File: src/rtl/booth_pkg.sv
package booth_pkg;

    // Selected action for one radix-4 step
    typedef struct packed {
        logic zero;   // add nothing
        logic dbl;    // use twice the multiplicand
        logic neg;    // subtract instead of add
    } booth_op_t;

    typedef enum logic [1:0] {
        ST_IDLE = 2'd0,
        ST_RUN  = 2'd1,
        ST_DONE = 2'd2
    } booth_state_t;

    // Window is {Q[1], Q[0], Q[-1]}
    function automatic booth_op_t booth_recode(input logic [2:0] win);
        booth_op_t op;
        op.zero = (win == 3'b000) || (win == 3'b111);
        op.dbl  = (win == 3'b011) || (win == 3'b100);
        op.neg  = win[2] && !op.zero;
        return op;
    endfunction

endpackage

File: src/rtl/booth_recoder.sv
module booth_recoder
    import booth_pkg::*;
(
    input  logic [2:0] win,
    output booth_op_t  op
);
    always_comb op = booth_recode(win);
endmodule

File: src/rtl/booth_addsub.sv
module booth_addsub
    import booth_pkg::*;
#(
    parameter int N = 16
) (
    input  logic [N+1:0] acc,
    input  logic [N-1:0] mcand,
    input  booth_op_t    op,
    output logic [N+1:0] sum
);
    localparam int W = N + 2;

    logic [W-1:0] mult;
    logic [W-1:0] operand;

    always_comb begin
        if (op.zero)
            mult = '0;
        else if (op.dbl)
            mult = {mcand[N-1], mcand, 1'b0};
        else
            mult = {{2{mcand[N-1]}}, mcand};
        operand = op.neg ? ~mult : mult;
        sum     = acc + operand + {{(W-1){1'b0}}, op.neg};
    end
endmodule

File: src/rtl/booth_ctrl.sv
module booth_ctrl
    import booth_pkg::*;
#(
    parameter int N = 16
) (
    input  logic clk,
    input  logic rst,
    input  logic start,
    output logic load,
    output logic step,
    output logic busy,
    output logic done
);
    localparam int STEPS = N / 2;
    localparam int CW    = $clog2(STEPS + 1);

    booth_state_t  state;
    logic [CW-1:0] cnt;

    assign load = start && (state != ST_RUN);
    assign step = (state == ST_RUN);
    assign busy = (state == ST_RUN);
    assign done = (state == ST_DONE);

    always_ff @(posedge clk) begin
        if (rst) begin
            state <= ST_IDLE;
            cnt   <= '0;
        end else if (load) begin
            state <= ST_RUN;
            cnt   <= CW'(STEPS);
        end else if (state == ST_RUN) begin
            cnt <= cnt - CW'(1);
            if (cnt == CW'(1))
                state <= ST_DONE;
        end
    end
endmodule

File: src/rtl/booth_mul_seq.sv
module booth_mul_seq
    import booth_pkg::*;
#(
    parameter int N = 16
) (
    input  logic         clk,
    input  logic         rst,
    input  logic         start,
    input  logic [N-1:0] mcand,
    input  logic [N-1:0] mplier,
    output logic         busy,
    output logic         done,
    output logic [2*N-1:0] product
);
    localparam int AW = N + 2;

    logic [N-1:0]  m_q;
    logic [AW-1:0] acc_q;
    logic [N-1:0]  q_q;
    logic          qm1_q;
    logic          load;
    logic          step;
    booth_op_t     op;
    logic [AW-1:0] sum;

    booth_ctrl #(.N(N)) u_ctrl (
        .clk  (clk),
        .rst  (rst),
        .start(start),
        .load (load),
        .step (step),
        .busy (busy),
        .done (done)
    );

    booth_recoder u_rec (
        .win({q_q[1], q_q[0], qm1_q}),
        .op (op)
    );

    booth_addsub #(.N(N)) u_add (
        .acc  (acc_q),
        .mcand(m_q),
        .op   (op),
        .sum  (sum)
    );

    always_ff @(posedge clk) begin
        if (rst) begin
            m_q   <= '0;
            acc_q <= '0;
            q_q   <= '0;
            qm1_q <= 1'b0;
        end else if (load) begin
            m_q   <= mcand;
            acc_q <= '0;
            q_q   <= mplier;
            qm1_q <= 1'b0;
        end else if (step) begin
            acc_q <= {{2{sum[AW-1]}}, sum[AW-1:2]};
            q_q   <= {sum[1:0], q_q[N-1:2]};
            qm1_q <= q_q[1];
        end
    end

    assign product = {acc_q[N-1:0], q_q};
endmodule

File: config.mk
export PLATFORM = sky130hd
export DESIGN_NAME = booth_mul_seq
export DESIGN_NICKNAME = d
export VERILOG_FILES = /design/src/rtl/booth_pkg.sv /design/src/rtl/booth_recoder.sv /design/src/rtl/booth_addsub.sv /design/src/rtl/booth_ctrl.sv /design/src/rtl/booth_mul_seq.sv
export SDC_FILE = /design/constraint.sdc
export NUM_CORES = 1
export LEC_CHECK = 0
export BUFFER_PORTS_ARGS = -buffer_cell sky130_fd_sc_hd__buf_2
export CORE_UTILIZATION = 50
export CTS_CLUSTER_DIAMETER = 60
export CTS_CLUSTER_SIZE = 28
export DETAILED_ROUTE_END_ITERATION = 10
export GPL_ROUTABILITY_DRIVEN = 0
export HOLD_SLACK_MARGIN = 0.08
export MAX_ROUTING_LAYER = met4
export PLACE_DENSITY = 0.77
export SYNTH_ARGS = -nofsm -noshare
export SYNTH_HDL_FRONTEND = slang
export SYNTH_SLANG_ARGS = --single-unit
export TNS_END_PERCENT = 30
File: constraint.sdc
create_clock -name clk -period 3.1 [get_ports clk]
set_clock_uncertainty 0.1 [all_clocks]
set_input_delay 0.465 -clock clk [delete_from_list [all_inputs] [get_ports clk]]
set_output_delay 0.465 -clock clk [all_outputs]
set_load 0.01 [all_outputs]
# Word level (Yosys, flattened, before mapping)
# Index checks and enable logic that the tools add are counted.
# totals
register_bits	55
latch_bits	0
ram_bits	0
rom_bits	0
inputBits	35
out_inout_bits	34
elab_cells	40
mem_count	0
# classes
addsub	3
n_mul	0
n_div	0
n_lt_le_gt_ge	0
eq_ne	7
shift	0
n_mux	10
n_bitwise	1
reduce_logical	11
# op_table
op	count
2-to-1 mux 16 bit	3
2-to-1 mux 18 bit	2
adder 18 x 1 -> 18 bit	1
adder 18 bit	1
NOT 18 bit	1
2-to-1 mux 4 bit	2
== test 3 bit, second input constant	2
== test 4 x 1 -> 1 bit, second input constant	1
AND reduction 2 bit	2
nonzero test 2 bit	2
subtractor 4 x 1 -> 4 bit, second input constant	1
== test 3 x 2 -> 1 bit, second input constant	1
zero test 3 bit	1
2-to-1 mux 1 bit	3
== test 2 x 1 -> 1 bit, second input constant	1
== test 2 bit, second input constant	1
logical AND 1 bit	2
logical OR 1 bit	2
inequality test 2 x 1 -> 1 bit, second input constant	1
OR reduction 2 bit	1
zero test 1 bit	1

# Logic depth before layout (Yosys ltp)
# Gate-level depths: netlist (run 1).
# logic_depth
ltp_word	10
mapped_depth	15
ltp_nobuf	12

# By module
# Synthesis (run 1) repeated with hierarchy kept, for this count alone.
# hier_totals
cells_unflattened	403
area_unflattened_um2	3627.2
# modules_own_cells
mod	instances	cells_each	area_per_inst_um2	seq_area_each_um2
booth_mul_seq	1	180	1963.1	980.9
booth_addsub	1	181	1312.5	0.0
booth_ctrl	1	35	314.1	120.1
booth_recoder	1	7	37.5	0.0

# Worst setup path before layout (run 1)
# OpenSTA, ideal clock, no wires.
# synth_timing
kind	reg-to-reg
start	register q_q[1]
end	register acc_q[8]
setup_time_ps	121
arrival_ps	3091
t_required_ps	2879
slack_ps	-212
stages_incl_launch_ff	16
path_buffers	3
period_less_slack_ps	3312
path_cell_list	dfxtp_1 buf_4 inv_2 and3_1 clkbuf_1 clkbuf_1 a22oi_1 o21ai_0 fa_1 a21o_1 a221oi_2 o21ai_1 a21o_1 a211o_1 nand2_1 o21ai_1
# synth_between
elab_chain_cells	8
word_cells_on_any_way	14
cone_classes	add/sub (2); eq/ne (3); mux (3); bitwise (1); reduce/logical (5)
# synth_rtl
element	line_no	text
start, declared	booth_mul_seq.sv:19	logic [N-1:0] q_q;
start signal, assigned	booth_mul_seq.sv:57	q_q <= mplier;
start signal, assigned	booth_mul_seq.sv:61	q_q <= {sum[1:0], q_q[N-1:2]};
== test 3 x 2 -> 1 bit or == test 3 bit (tied branches)	booth_pkg.sv:20	op.dbl = (win == 3'b011) || (win == 3'b100);
logical OR 1 bit	booth_pkg.sv:20	
2-to-1 mux 16 bit	booth_addsub.sv:19	else if (op.dbl)
2-to-1 mux 18 bit	booth_addsub.sv:17	if (op.zero)
NOT 18 bit	booth_addsub.sv:23	operand = op.neg ? ~mult : mult;
2-to-1 mux 18 bit	booth_addsub.sv:23	
adder 18 bit	booth_addsub.sv:24	sum = acc + operand + {{(W-1){1'b0}}, op.neg};
adder 18 x 1 -> 18 bit *	booth_addsub.sv:24	
end signal, assigned	booth_mul_seq.sv:60	acc_q <= {{2{sum[AW-1]}}, sum[AW-1:2]};
end, declared	booth_mul_seq.sv:18	logic [AW-1:0] acc_q;
# Every way passes the cells marked *; elsewhere a longest branch is shown, timed or not.
# A chain may end at the register's enable or synchronous reset.

# Worst setup path after layout (run 1)
# layout_timing
start	register qm1_q
end	register acc_q[12]
# layout_between
elab_chain_cells	8
word_cells_on_any_way	14
cone_classes	add/sub (2); eq/ne (3); mux (3); bitwise (1); reduce/logical (5)
# layout_rtl
element	line_no	text
start, declared	booth_mul_seq.sv:20	logic qm1_q;
start signal, assigned	booth_mul_seq.sv:62	qm1_q <= q_q[1];
== test 3 x 2 -> 1 bit or == test 3 bit (tied branches)	booth_pkg.sv:20	
logical OR 1 bit	booth_pkg.sv:20	
2-to-1 mux 16 bit	booth_addsub.sv:19	
2-to-1 mux 18 bit	booth_addsub.sv:17	
NOT 18 bit	booth_addsub.sv:23	
2-to-1 mux 18 bit	booth_addsub.sv:23	
adder 18 bit	booth_addsub.sv:24	
adder 18 x 1 -> 18 bit *	booth_addsub.sv:24	
# Marked as above.

==> impl_metrics.env, run 1 <==
export IMPL_async_flop_share_pct=0
export IMPL_vias=3156
export IMPL_rows=29
export IMPL_finalSetupViolCount=0
export IMPL_grt_overflow_total=0
export IMPL_core_area_mm2=0.00635
export IMPL_synth_area_leaders="dfxtp_1, nand2_1, ha_1, xor2_1, a21oi_1"
export IMPL_drc=0
export IMPL_path_clk_slew_ps=90
export IMPL_powerDensity_mw_per_mm2=430
export IMPL_p_seq_share_pct=47.9
export IMPL_syn2layout_area_growth_pct=18.1
export IMPL_slew_viol_final=0
export IMPL_synth_seq_area_share_pct=33.3
export IMPL_vdd_drop_max_mv=0.205
export IMPL_max_stage_delay_ps=410
export IMPL_yosys_area_top_type_share_pct=33.3
export IMPL_grt_first_pass_wirelength_um=13400
export IMPL_reg2reg_slack_ps=130
export IMPL_synth_largest_area_cell="dfxtp_1"
export IMPL_antenna_found_initial=0
export IMPL_arrival_ps=3120
export IMPL_p_int_mw=1.12
export IMPL_clockBufferDepth=2
export IMPL_grt_start_max_net_pins=39
export IMPL_antenna_left=0
export IMPL_drt_initial_drc_count=198
export IMPL_hold_viol_final=0
export IMPL_rsz0062_at_grt="true"
export IMPL_die_y_um=83.3
export IMPL_leakage_nw=1.82
export IMPL_max_slew_margin_rel_pct=52.5
export IMPL_port_buffers=68
export IMPL_swShare_pct=33.1
export IMPL_synth_area_mm2=0.00330
export IMPL_netlist_instances=408
export IMPL_crit_fanout=11
export IMPL_period_share_pct=95.7
export IMPL_wl_um=8100
export IMPL_n_antenna_cell=0
export IMPL_p_comb_share_pct=29.0
export IMPL_start_kind="register"
export IMPL_hpwlAfterDp_um=6020
export IMPL_htree_levels=2
export IMPL_power_frac_clock_pct=23.2
export IMPL_cts_tree="yes"
export IMPL_worstSetupPathType="reg -> reg"
export IMPL_drt_pass1_iterations=5
export IMPL_ys_flop_type="dfxtp_1"
export IMPL_ys_types=49
export IMPL_endpoint_kind="register"
export IMPL_clock_latency_ps=310
export IMPL_cpMaxStageDelayCell="or4_1"
export IMPL_die_area_mm2=0.00693
export IMPL_cts_buffers_inserted=5
export IMPL_synth_nets=462
export IMPL_nets=529
export IMPL_clock_sinks=55
export IMPL_timing_hold_ws_ps=294
export IMPL_worstHoldPathType="in -> reg"
export IMPL_grt_usage_pct=24.1
export IMPL_ys_ff_latch=55
export IMPL_power_mw=1.68
export IMPL_fp_dieW_um=83.3
export IMPL_period_needed_ps=2970
export IMPL_wl_per_cell_um=14.7
export IMPL_cp_cell_sequence="xor2_2, buf_4, a22oi_1, o21ai_1, ha_1, and2_4, nand3_2, o311a_4, o21ai_2, a21boi_1, or4_1, nand3_1"
export IMPL_viasPerCell=5.71
export IMPL_ys_warn_count=0
export IMPL_ctsRootBufferMaster="clkbuf_8"
export IMPL_drive_gt1_share_pct=24.6
export IMPL_initial_core_util_pct=52.0
export IMPL_worstPathRequired_ps=3250
export IMPL_outcome="finished, final reports clean"
export IMPL_fmax_mhz=337
export IMPL_avgSynthCellArea_um2=8.09
export IMPL_drv_cap=0
export IMPL_grt_pass1_vias=2803
export IMPL_synth_edf_count=0
export IMPL_boundaryPins=69
export IMPL_p_switching_mw=0.556
export IMPL_worst_pin_slew_ps=713
[registers in the layout, summed over array words and instances, names as in the netlist]
signal / count
u_ctrl.state: 2
acc_q: 16
m_q: 16
qm1_q: 1
q_q: 16
u_ctrl.cnt: 4
[metrics by stage]
stage | cell area, um^2 | setup TNS (ps) | setup WS (ps) | util [%] | cells
2_1_floorplan | 3330 | 0 | 28.0 | - | 408
3_3_place_gp | 3760 | 0 | 77.9 | 59.3 | 543
3_5_place_dp | 3760 | 0 | 4.83 | 59.3 | 543
4_1_cts | 3850 | 0 | 1.61 | 60.6 | 551
5_1_grt | 3900 | -22.0 | -20.0 | 61.4 | 553
6_report | 3900 | 0 | 134 | 61.4 | 553
[synthesized netlist by cell type (2+ instances only)]
cell type,count
a211oi_1,19
a21o_1,9
a21oi_1,36
a22oi_1,14
a31o_2,3
a31oi_1,3
and2_1,3
and3_1,2
buf_1,5
buf_2,4
clkbuf_1,16
dfxtp_1,55
ha_1,18
inv_1,5
mux2i_1,16
nand2_1,63
nand2b_1,2
nand3_1,8
nand4_1,3
nor2_1,32
nor2b_1,4
nor3_1,2
o21ai_0,25
o21ai_1,7
or4_1,2
xnor2_1,8
xor2_1,22
[critical path, delay by kind of cell (launching register included)]
kind / cells / cell delay [ps]
xor gates and xnor gates: 1 / 220
and+or+nand+nor: 4 / 790
buffers and inverters: 1 / 200
adders and majority gates: 1 / 330
AOI/OAI and AO/OA: 5 / 870
DFF: 1 / 390
[what timing repair did]
| action | in CTS | in global routing |
|---|---|---|
| setup endpoints to repair | 1 | 6 |
| buffers inserted | 0 | 2 |
| hold buffers | 0 | 0 |
| gates resized for setup | 1 | 14 |
| pin swaps | 0 | 4 |
[power by group through the flow]
stage	Clock, mW	Sequential (mW)	Combinational (mW)
after floorplan	0	0.822	0.311
final	0.389	0.803	0.486
after detailed placement	0	0.819	0.467
after CTS	0.395	0.803	0.469
after global placement	0	0.816	0.454
after global routing	0.425	0.811	0.536
[kinds of logic (layout without fill, tap and decap cells)]
group / Yosys count / in the layout / synth area share, %
buf+inv: 32 / 100 / 3.90
simple gates: 127 / 127 / 16.8
flops: 55 / 55 / 33.3
mux: 16 / 16 / 4.85
xor+xnor: 30 / 30 / 7.96
compound gates: 129 / 129 / 25.7
fa+ha+maj: 19 / 19 / 7.43
[final cells by class]
| class | count | area (um^2) |
|---|---|---|
| timing repair buffer | 86 | 479 |
| fill | 570 | 2450 |
| clock buffer | 6 | 72.6 |
| multi-input combinational | 321 | 2110 |
| clock inverter | 2 | 12.5 |
| inverter | 6 | 22.5 |
| sequential | 55 | 1110 |
| tap | 77 | 96.3 |
[cell usage in the layout, fill, tap and decap left out, types with 3 or more instances in the layout]
master / n
nor2_1: 32
xnor2_1: 8
nor2b_1: 4
ha_1: 16
a22oi_1: 13
nand2_1: 63
a31o_2: 3
a31oi_1: 3
buf_2: 68
inv_1: 5
o21ai_0: 19
nand3_1: 8
buf_4: 17
a211oi_1: 19
xor2_1: 21
mux2i_1: 16
and2_1: 3
a21o_1: 9
o21ai_1: 13
a21oi_1: 36
dfxtp_1: 52
clkbuf_8: 5
nand4_1: 3
[routing by layer]
| metal | up-vias | global-route usage (%) | share of wire [%] |
|---|---|---|---|
| met1 | 1482 | 33.1 | 47 |
| met3 | 6 | 2.88 | 5.7 |
| met2 | 84 | 37.5 | 46 |
| li1 | 1584 | - | - |
| met5 | - | - | 0 |
| met4 | 0 | 6.90 | 0.96 |
[path summary, 6_finish.rpt]
path | start | end | depth (start not counted)
worst max-delay path | qm1_q | acc_q[12] | 12
worst min-delay path | mcand[0] | m_q[0] | 3
worst max register to register | qm1_q | acc_q[12] | 12
worst min register to register | acc_q[11] | acc_q[11] | 2
(Power assumes the default switching activity.)
==> run 2: changes to the inputs <==
--- a/config.mk
+++ b/config.mk
@@ -6,14 +6,15 @@
 export NUM_CORES = 1
 export LEC_CHECK = 0
 export BUFFER_PORTS_ARGS = -buffer_cell sky130_fd_sc_hd__buf_2
-export CORE_UTILIZATION = 50
+export CORE_UTILIZATION = 51
+export CTS_BUF_LIST = sky130_fd_sc_hd__clkbuf_8
 export CTS_CLUSTER_DIAMETER = 60
 export CTS_CLUSTER_SIZE = 28
 export DETAILED_ROUTE_END_ITERATION = 10
 export GPL_ROUTABILITY_DRIVEN = 0
 export HOLD_SLACK_MARGIN = 0.08
 export MAX_ROUTING_LAYER = met4
-export PLACE_DENSITY = 0.77
+export PLACE_DENSITY = 0.78
 export SYNTH_ARGS = -nofsm -noshare
 export SYNTH_HDL_FRONTEND = slang
 export SYNTH_SLANG_ARGS = --single-unit
==> run 2 against run 1 <==
Compared with the run above:
- final cell count decreased by 0.36%
- global-route usage up 1.1 points
- fmax fell by 0.79%
- combinational power hardly changed
- non-clock buffer count stayed put
- die area is 1.9% lower
- setup slack got worse by 24 ps
- critical path depth unchanged
- clock power grew 13%
- power rose by 3.2%
- sequential share of layout area is 0.32 points lower
==> impl_metrics.env, run 2 (synthesis gave the netlist of run 1 again) <==
export IMPL_ctsRootBufferMaster="clkbuf_8"
export IMPL_max_stage_delay_ps=410
export IMPL_seq_area_mm2=0.00110
export IMPL_hold_viol_final=0
export IMPL_p_switching_mw=0.562
export IMPL_timing_hold_ws_ps=280
export IMPL_p_seq_share_pct=46.5
export IMPL_swShare_pct=32.4
export IMPL_grt_pass1_vias=2719
export IMPL_layout_commonest_cell="buf_2"
export IMPL_endpoint_kind="register"
export IMPL_leakage_nw=1.83
export IMPL_finalSetupViolCount=0
export IMPL_rows=28
export IMPL_placed_area_mm2=0.00378
export IMPL_arrival_ps=3140
export IMPL_boundaryPins=69
export IMPL_period_needed_ps=2990
export IMPL_worst_pin_slew_ps=730
export IMPL_worstPathRequired_ps=3250
export IMPL_initial_core_util_pct=54.2
export IMPL_drt_pass1_iterations=5
export IMPL_crit_family="compound AO/OA/AOI/OAI gates"
export IMPL_die_area_mm2=0.00680
export IMPL_utilization_pct=64.6
export IMPL_outcome="finished, final reports clean"
export IMPL_use_met2_pct=38.1
export IMPL_drive_gt1_share_pct=24.8
export IMPL_p_int_mw=1.17
export IMPL_path_buf_inv=1
export IMPL_multi_input_area_mm2=0.00212
export IMPL_clock_sinks=55
export IMPL_final_cell_area_mm2=0.00394
export IMPL_worstSetupPathType="reg -> reg"
export IMPL_rsz0062_at_grt="true"
export IMPL_fp_dieW_um=82.5
export IMPL_vdd_drop_max_mv=0.220
export IMPL_max_slew_margin_rel_pct=51.4
export IMPL_fmax_mhz=334
export IMPL_period_share_pct=96.4
export IMPL_antenna_found_initial=0
export IMPL_use_met1_pct=35.5
export IMPL_n_antenna_cell=0
export IMPL_slew_viol_final=0
export IMPL_syn2layout_area_growth_pct=19.2
export IMPL_viasPerCell=5.64
export IMPL_grt_first_pass_wirelength_um=12800
export IMPL_cpMaxStageDelayCell="dfxtp_2"
export IMPL_wl_um=7950
export IMPL_drt_initial_drc_count=174
export IMPL_busiest_layer="met2"
export IMPL_fin_ws_ps=110
export IMPL_die_y_um=82.5
export IMPL_power_frac_clock_pct=25.4
export IMPL_wl_per_cell_um=14.4
export IMPL_p_comb_share_pct=28.1
export IMPL_nets=529
export IMPL_clockBufferDepth=2
export IMPL_vias=3110
export IMPL_drv_cap=0
export IMPL_cp_cell_sequence="xor2_4, buf_4, a22oi_1, o21ai_0, ha_1, and2_4, nand3_2, o311a_4, o21ai_2, a21boi_1, or4_1, nand3_1"
export IMPL_dp_slack_ps=57.3
export IMPL_grt_overflow_total=0
export IMPL_final_cell_mix="buf_2, nand2_1, dfxtp_1, a21oi_1, nor2_1"
export IMPL_cts_tree="yes"
export IMPL_clock_latency_ps=310
export IMPL_hold_buffers=0
export IMPL_antenna_left=0
export IMPL_cts_buffers_inserted=5
export IMPL_powerDensity_mw_per_mm2=440
export IMPL_n_fill_cell=549
export IMPL_largestRegisters="acc_q (16), m_q (16), q_q (16)"
export IMPL_drc=0
export IMPL_path_clk_slew_ps=100
export IMPL_crit_fanout=12
export IMPL_port_buffers=68
export IMPL_grt_usage_pct=25.2
export IMPL_htree_levels=2
export IMPL_hpwlAfterDp_um=5940
export IMPL_worstHoldPathType="in -> reg"
export IMPL_met3_usage_pct=3.63
export IMPL_start_kind="register"
export IMPL_core_area_mm2=0.00610
export IMPL_grt_start_max_net_pins=39
[run 2: path summary, 6_finish.rpt]
check        startpoint  slack [ps]  cells after the start   endpoint
max               qm1_q         110                     12  acc_q[12]
min            mcand[1]         280                      3     m_q[1]
max reg2reg       qm1_q         110                     12  acc_q[12]
min reg2reg   acc_q[11]         380                      2  acc_q[11]
[run 2: layout make-up]
type | count | share of cell area, %
inverter | 6 | 0.572
timing repair buffer | 86 | 12.4
clock inverter | 1 | 0.191
tap | 75 | 2.38
sequential | 55 | 28.1
clock buffer | 7 | 2.45
multi-input combinational | 321 | 53.9
[run 2: what timing repair did]
action                     in CTS  in global routing
setup endpoints to repair       0                  8
buffers inserted                0                  1
gates resized for setup         0                 12
[run 2: power by group through the flow]
stage,Sequential [mW],Clock [mW],Combinational (mW)
CTS,0.804,0.448,0.475
finish,0.806,0.441,0.486
floorplan,0.822,0,0.311
detailed placement,0.820,0,0.473
global route,0.813,0.472,0.539
global placement,0.817,0,0.464
[run 2: worst register-to-register path: stages (launching register included)]
cell and delay (ps):
dfxtp_2 410, xor2_4 220, buf_4 190, a22oi_1 150, o21ai_0 120, ha_1 350
and2_4 180, nand3_2 120, o311a_4 400, o21ai_2 150, a21boi_1 90, or4_1 400
nand3_1 70
[run 2: per-stage QoR]
step / TNS, ps / power, mW / cells
final: 0 / 1.73 / 551
after global placement: 0 / 1.28 / 542
after global routing: -84.1 / 1.82 / 551
after detailed placement: 0 / 1.29 / 542
after CTS: 0 / 1.73 / 550
after floorplan: 0 / 1.13 / 408
[run 2: routing by layer]
layer  routed length, um  share of wire [%]
met5                   0                  0
met4                  59               0.74
met2                3510                 44
met1                3980                 50
met3                 391                4.9
==> run 3: changes to the inputs <==
--- a/config.mk
+++ b/config.mk
@@ -5,8 +5,9 @@
 export SDC_FILE = /design/constraint.sdc
 export NUM_CORES = 1
 export LEC_CHECK = 0
+export ABC_AREA = 1
 export BUFFER_PORTS_ARGS = -buffer_cell sky130_fd_sc_hd__buf_2
-export CORE_UTILIZATION = 51
+export CORE_UTILIZATION = 52
 export CTS_BUF_LIST = sky130_fd_sc_hd__clkbuf_8
 export CTS_CLUSTER_DIAMETER = 60
 export CTS_CLUSTER_SIZE = 28
@@ -14,7 +15,7 @@
 export GPL_ROUTABILITY_DRIVEN = 0
 export HOLD_SLACK_MARGIN = 0.08
 export MAX_ROUTING_LAYER = met4
-export PLACE_DENSITY = 0.78
+export PLACE_DENSITY = 0.79
 export SYNTH_ARGS = -nofsm -noshare
 export SYNTH_HDL_FRONTEND = slang
 export SYNTH_SLANG_ARGS = --single-unit
==> run 3 against run 2 <==
Compared with the run above:
- setup slack better by 110 ps
- count of clock-buffer cells in the layout is 1 lower
- power is 3.2% higher
- sequential share of layout area fell by 1.3 points
- largest cell class unchanged
- synthesized cell count is 30% higher
- design area rose by 4.5%
- combinational power decreased by 1%
- the flow now finishes with violations (design-rule violations)
- sequential power down 1%
==> impl_metrics.env, run 3 <==
export IMPL_outcome="finished, violations left"
export IMPL_violations="design-rule violations"
export IMPL_ys_ff_latch=55
export IMPL_worstPathRequired_ps=3220
export IMPL_async_flop_share_pct=0
export IMPL_path_common_cell="nand2_1"
export IMPL_drt_pass1_iterations=10
export IMPL_endpoint="acc_q[14]"
export IMPL_arrival_ps=3000
export IMPL_antenna_found_initial=0
export IMPL_crit_start="q_q[1]"
export IMPL_dp_slack_ps=262
export IMPL_n_antenna_cell=0
export IMPL_ys_flop_type="dfxtp_1"
export IMPL_ys_types=38
export IMPL_period_needed_ps=2880
export IMPL_viasPerCell=5.31
export IMPL_netlist_instances=532
export IMPL_reg2reg_slack_ps=220
export IMPL_hold_buffers=0
export IMPL_synth_edf_count=0
export IMPL_powerDensity_mw_per_mm2=435
export IMPL_wl_um=8520
export IMPL_yosys_area_top_type_share_pct=30.9
export IMPL_reg2reg_from="q_q[1]"
export IMPL_endpoint_kind="register"
export IMPL_synth_most_common_cell="nand2_1"
export IMPL_fp_dieW_um=84.8
export IMPL_final_cell_mix="nand2_1, nor2_1, inv_1, buf_2, dfxtp_1"
export IMPL_clockBufferDepth=2
export IMPL_synth_area_mm2=0.00357
export IMPL_port_buffers=68
export IMPL_cp_cell_sequence="inv_2, nand3_1, o21ai_4, buf_8, nor2_1, a211oi_2, xor2_1, ha_1, nand3_1, nand2_1, nand2_1, nand2_1, nand2_1, nand2_1, nand3_1, nand3_1, nand2_1, o21ai_1, inv_1"
export IMPL_vdd_drop_max_mv=0.212
export IMPL_grt_first_pass_wirelength_um=14400
export IMPL_die_y_um=84.8
export IMPL_worst_pin_slew_ps=693
export IMPL_ys_warn_count=0
export IMPL_cts_tree="yes"
export IMPL_fmax_mhz=347
export IMPL_synth_seq_area_share_pct=30.9
export IMPL_syn2layout_area_growth_pct=15.3
export IMPL_synth_largest_area_cell="dfxtp_1"
export IMPL_p_comb_share_pct=26.8
export IMPL_rows=29
export IMPL_initial_core_util_pct=54.9
export IMPL_fin_tns_setup_ps=0
export IMPL_leakage_nw=2.21
export IMPL_htree_levels=2
export IMPL_cpMaxStageDelayCell="dfxtp_1"
export IMPL_finalSetupViolCount=0
export IMPL_grt_start_max_net_pins=35
export IMPL_max_stage_delay_ps=360
export IMPL_grt_overflow_total=0
export IMPL_hpwlAfterDp_um=6400
export IMPL_worstHoldPathType="in -> reg"
export IMPL_avgSynthCellArea_um2=6.71
export IMPL_reg2reg_to="acc_q[14]"
export IMPL_boundaryPins=69
export IMPL_clock_latency_ps=320
export IMPL_use_met1_pct=31.8
export IMPL_period_share_pct=92.9
export IMPL_netlist_top_cells_count="nand2_1, nor2_1, inv_1"
export IMPL_hold_viol_final=0
export IMPL_drive_gt1_share_pct=19.4
export IMPL_cts_buffers_inserted=5
export IMPL_r2r_cells=19
export IMPL_start_kind="register"
export IMPL_synth_area_leaders="dfxtp_1, nand2_1, nor2_1, inv_1, ha_1"
export IMPL_power_frac_clock_pct=28.8
export IMPL_met3_usage_pct=3.89
export IMPL_p_int_mw=1.20
export IMPL_vias=3576
export IMPL_synth_nets=586
export IMPL_layout_commonest_cell="nand2_1"
export IMPL_largestRegisters="acc_q (16), m_q (16), q_q (16)"
export IMPL_crit_fanout=16
export IMPL_busiest_layer="met2"
export IMPL_antenna_left=0
export IMPL_core_area_mm2=0.00649
export IMPL_worstSetupPathType="reg -> reg"
export IMPL_drt_initial_drc_count=212
export IMPL_p_switching_mw=0.585
export IMPL_wl_per_cell_um=12.6
export IMPL_slew_viol_final=0
export IMPL_drv_cap=0
export IMPL_p_seq_share_pct=44.5
export IMPL_die_area_mm2=0.00720
export IMPL_rsz0062_at_grt="false"
export IMPL_path_clk_slew_ps=110
export IMPL_nets=650
export IMPL_grt_pass1_vias=3242
export IMPL_ctsRootBufferMaster="clkbuf_8"
export IMPL_grt_usage_pct=25.5
export IMPL_n_fill_cell=613
export IMPL_use_met2_pct=42.1
export IMPL_drc=8
export IMPL_max_slew_margin_rel_pct=53.7
export IMPL_clock_sinks=55
export IMPL_fin_ws_ps=221
export IMPL_swShare_pct=32.7
[run 3: repair_timing]
action	CTS	global route
endpoints found under the hold margin	0	0
endpoints found under the setup margin	0	4
gates resized for setup	0	7
setup buffers	0	1
[run 3: stage by stage]
stage / area (um^2) / util [%] / cells / power [mW] / hold WS, ps
after global placement: 3960 / 61.0 / 665 / 1.26 / 358
final: 4110 / 63.3 / 674 / 1.79 / 256
after floorplan: 3570 / - / 532 / 1.14 / 336
after CTS: 4080 / 62.8 / 673 / 1.79 / 251
after global routing: 4110 / 63.3 / 674 / 1.89 / 254
after detailed placement: 3960 / 61.0 / 665 / 1.27 / 363
[run 3: worst min path at each step]
stage                        startpoint             to  slack, ps  cells after the start
after floorplan           u_ctrl.cnt[3]  u_ctrl.cnt[3]        340                      1
after global placement    u_ctrl.cnt[3]  u_ctrl.cnt[3]        360                      1
after detailed placement  u_ctrl.cnt[3]  u_ctrl.cnt[3]        360                      1
after CTS                           rst        q_q[14]        250                      2
after global routing                rst        q_q[14]        250                      2
final                               rst        q_q[14]        260                      2
[run 3: cell families (layout without fill, tap and decap cells)]
logic type | Yosys count | in the layout | share of synthesized area, %
flip-flops | 55 | 55 | 30.9
adder cells (fa/ha/maj) | 19 | 19 | 6.87
buffers and inverters | 104 | 169 | 11.7
AO/OA/AOI/OAI | 119 | 119 | 20.0
XOR/XNOR | 22 | 22 | 5.40
AND/OR/NAND/NOR | 213 | 213 | 25.2
[run 3: layer usage]
metal	wire [um]	share of wire, %
met1	3870	45
met5	0	0
met4	181	2.1
met2	3990	47
met3	478	5.6
[run 3: layout make-up]
| class | count | area, um^2 | area share [%] |
|---|---|---|---|
| Multi-Input combinational cell | 373 | 2060 | 50.2 |
| Sequential cell | 55 | 1100 | 26.8 |
| Timing Repair Buffer | 76 | 408 | 9.92 |
| Inverter | 85 | 322 | 7.82 |
| Tap cell | 77 | 96.3 | 2.34 |
| Clock buffer | 6 | 82.6 | 2.01 |
| Clock inverter | 2 | 38.8 | 0.943 |
[run 3: power groups by stage]
| stage | sequential, mW | clock, mW | combinational (mW) |
|---|---|---|---|
| CTS | 0.795 | 0.525 | 0.469 |
| finish | 0.796 | 0.514 | 0.479 |
| global route | 0.802 | 0.550 | 0.538 |
| global placement | 0.810 | 0 | 0.454 |
| floorplan | 0.817 | 0 | 0.328 |
| detailed placement | 0.811 | 0 | 0.463 |
[run 3: worst max-delay path, delay by kind of cell, from the launching register on]
kind	cells	cell delay, ps
AND/OR/NAND/NOR	11	1080
AO/OA/AOI/OAI	3	420
buffers and inverters	3	370
flip-flops	1	360
adder cells (fa/ha/maj)	1	360
XOR/XNOR	1	90
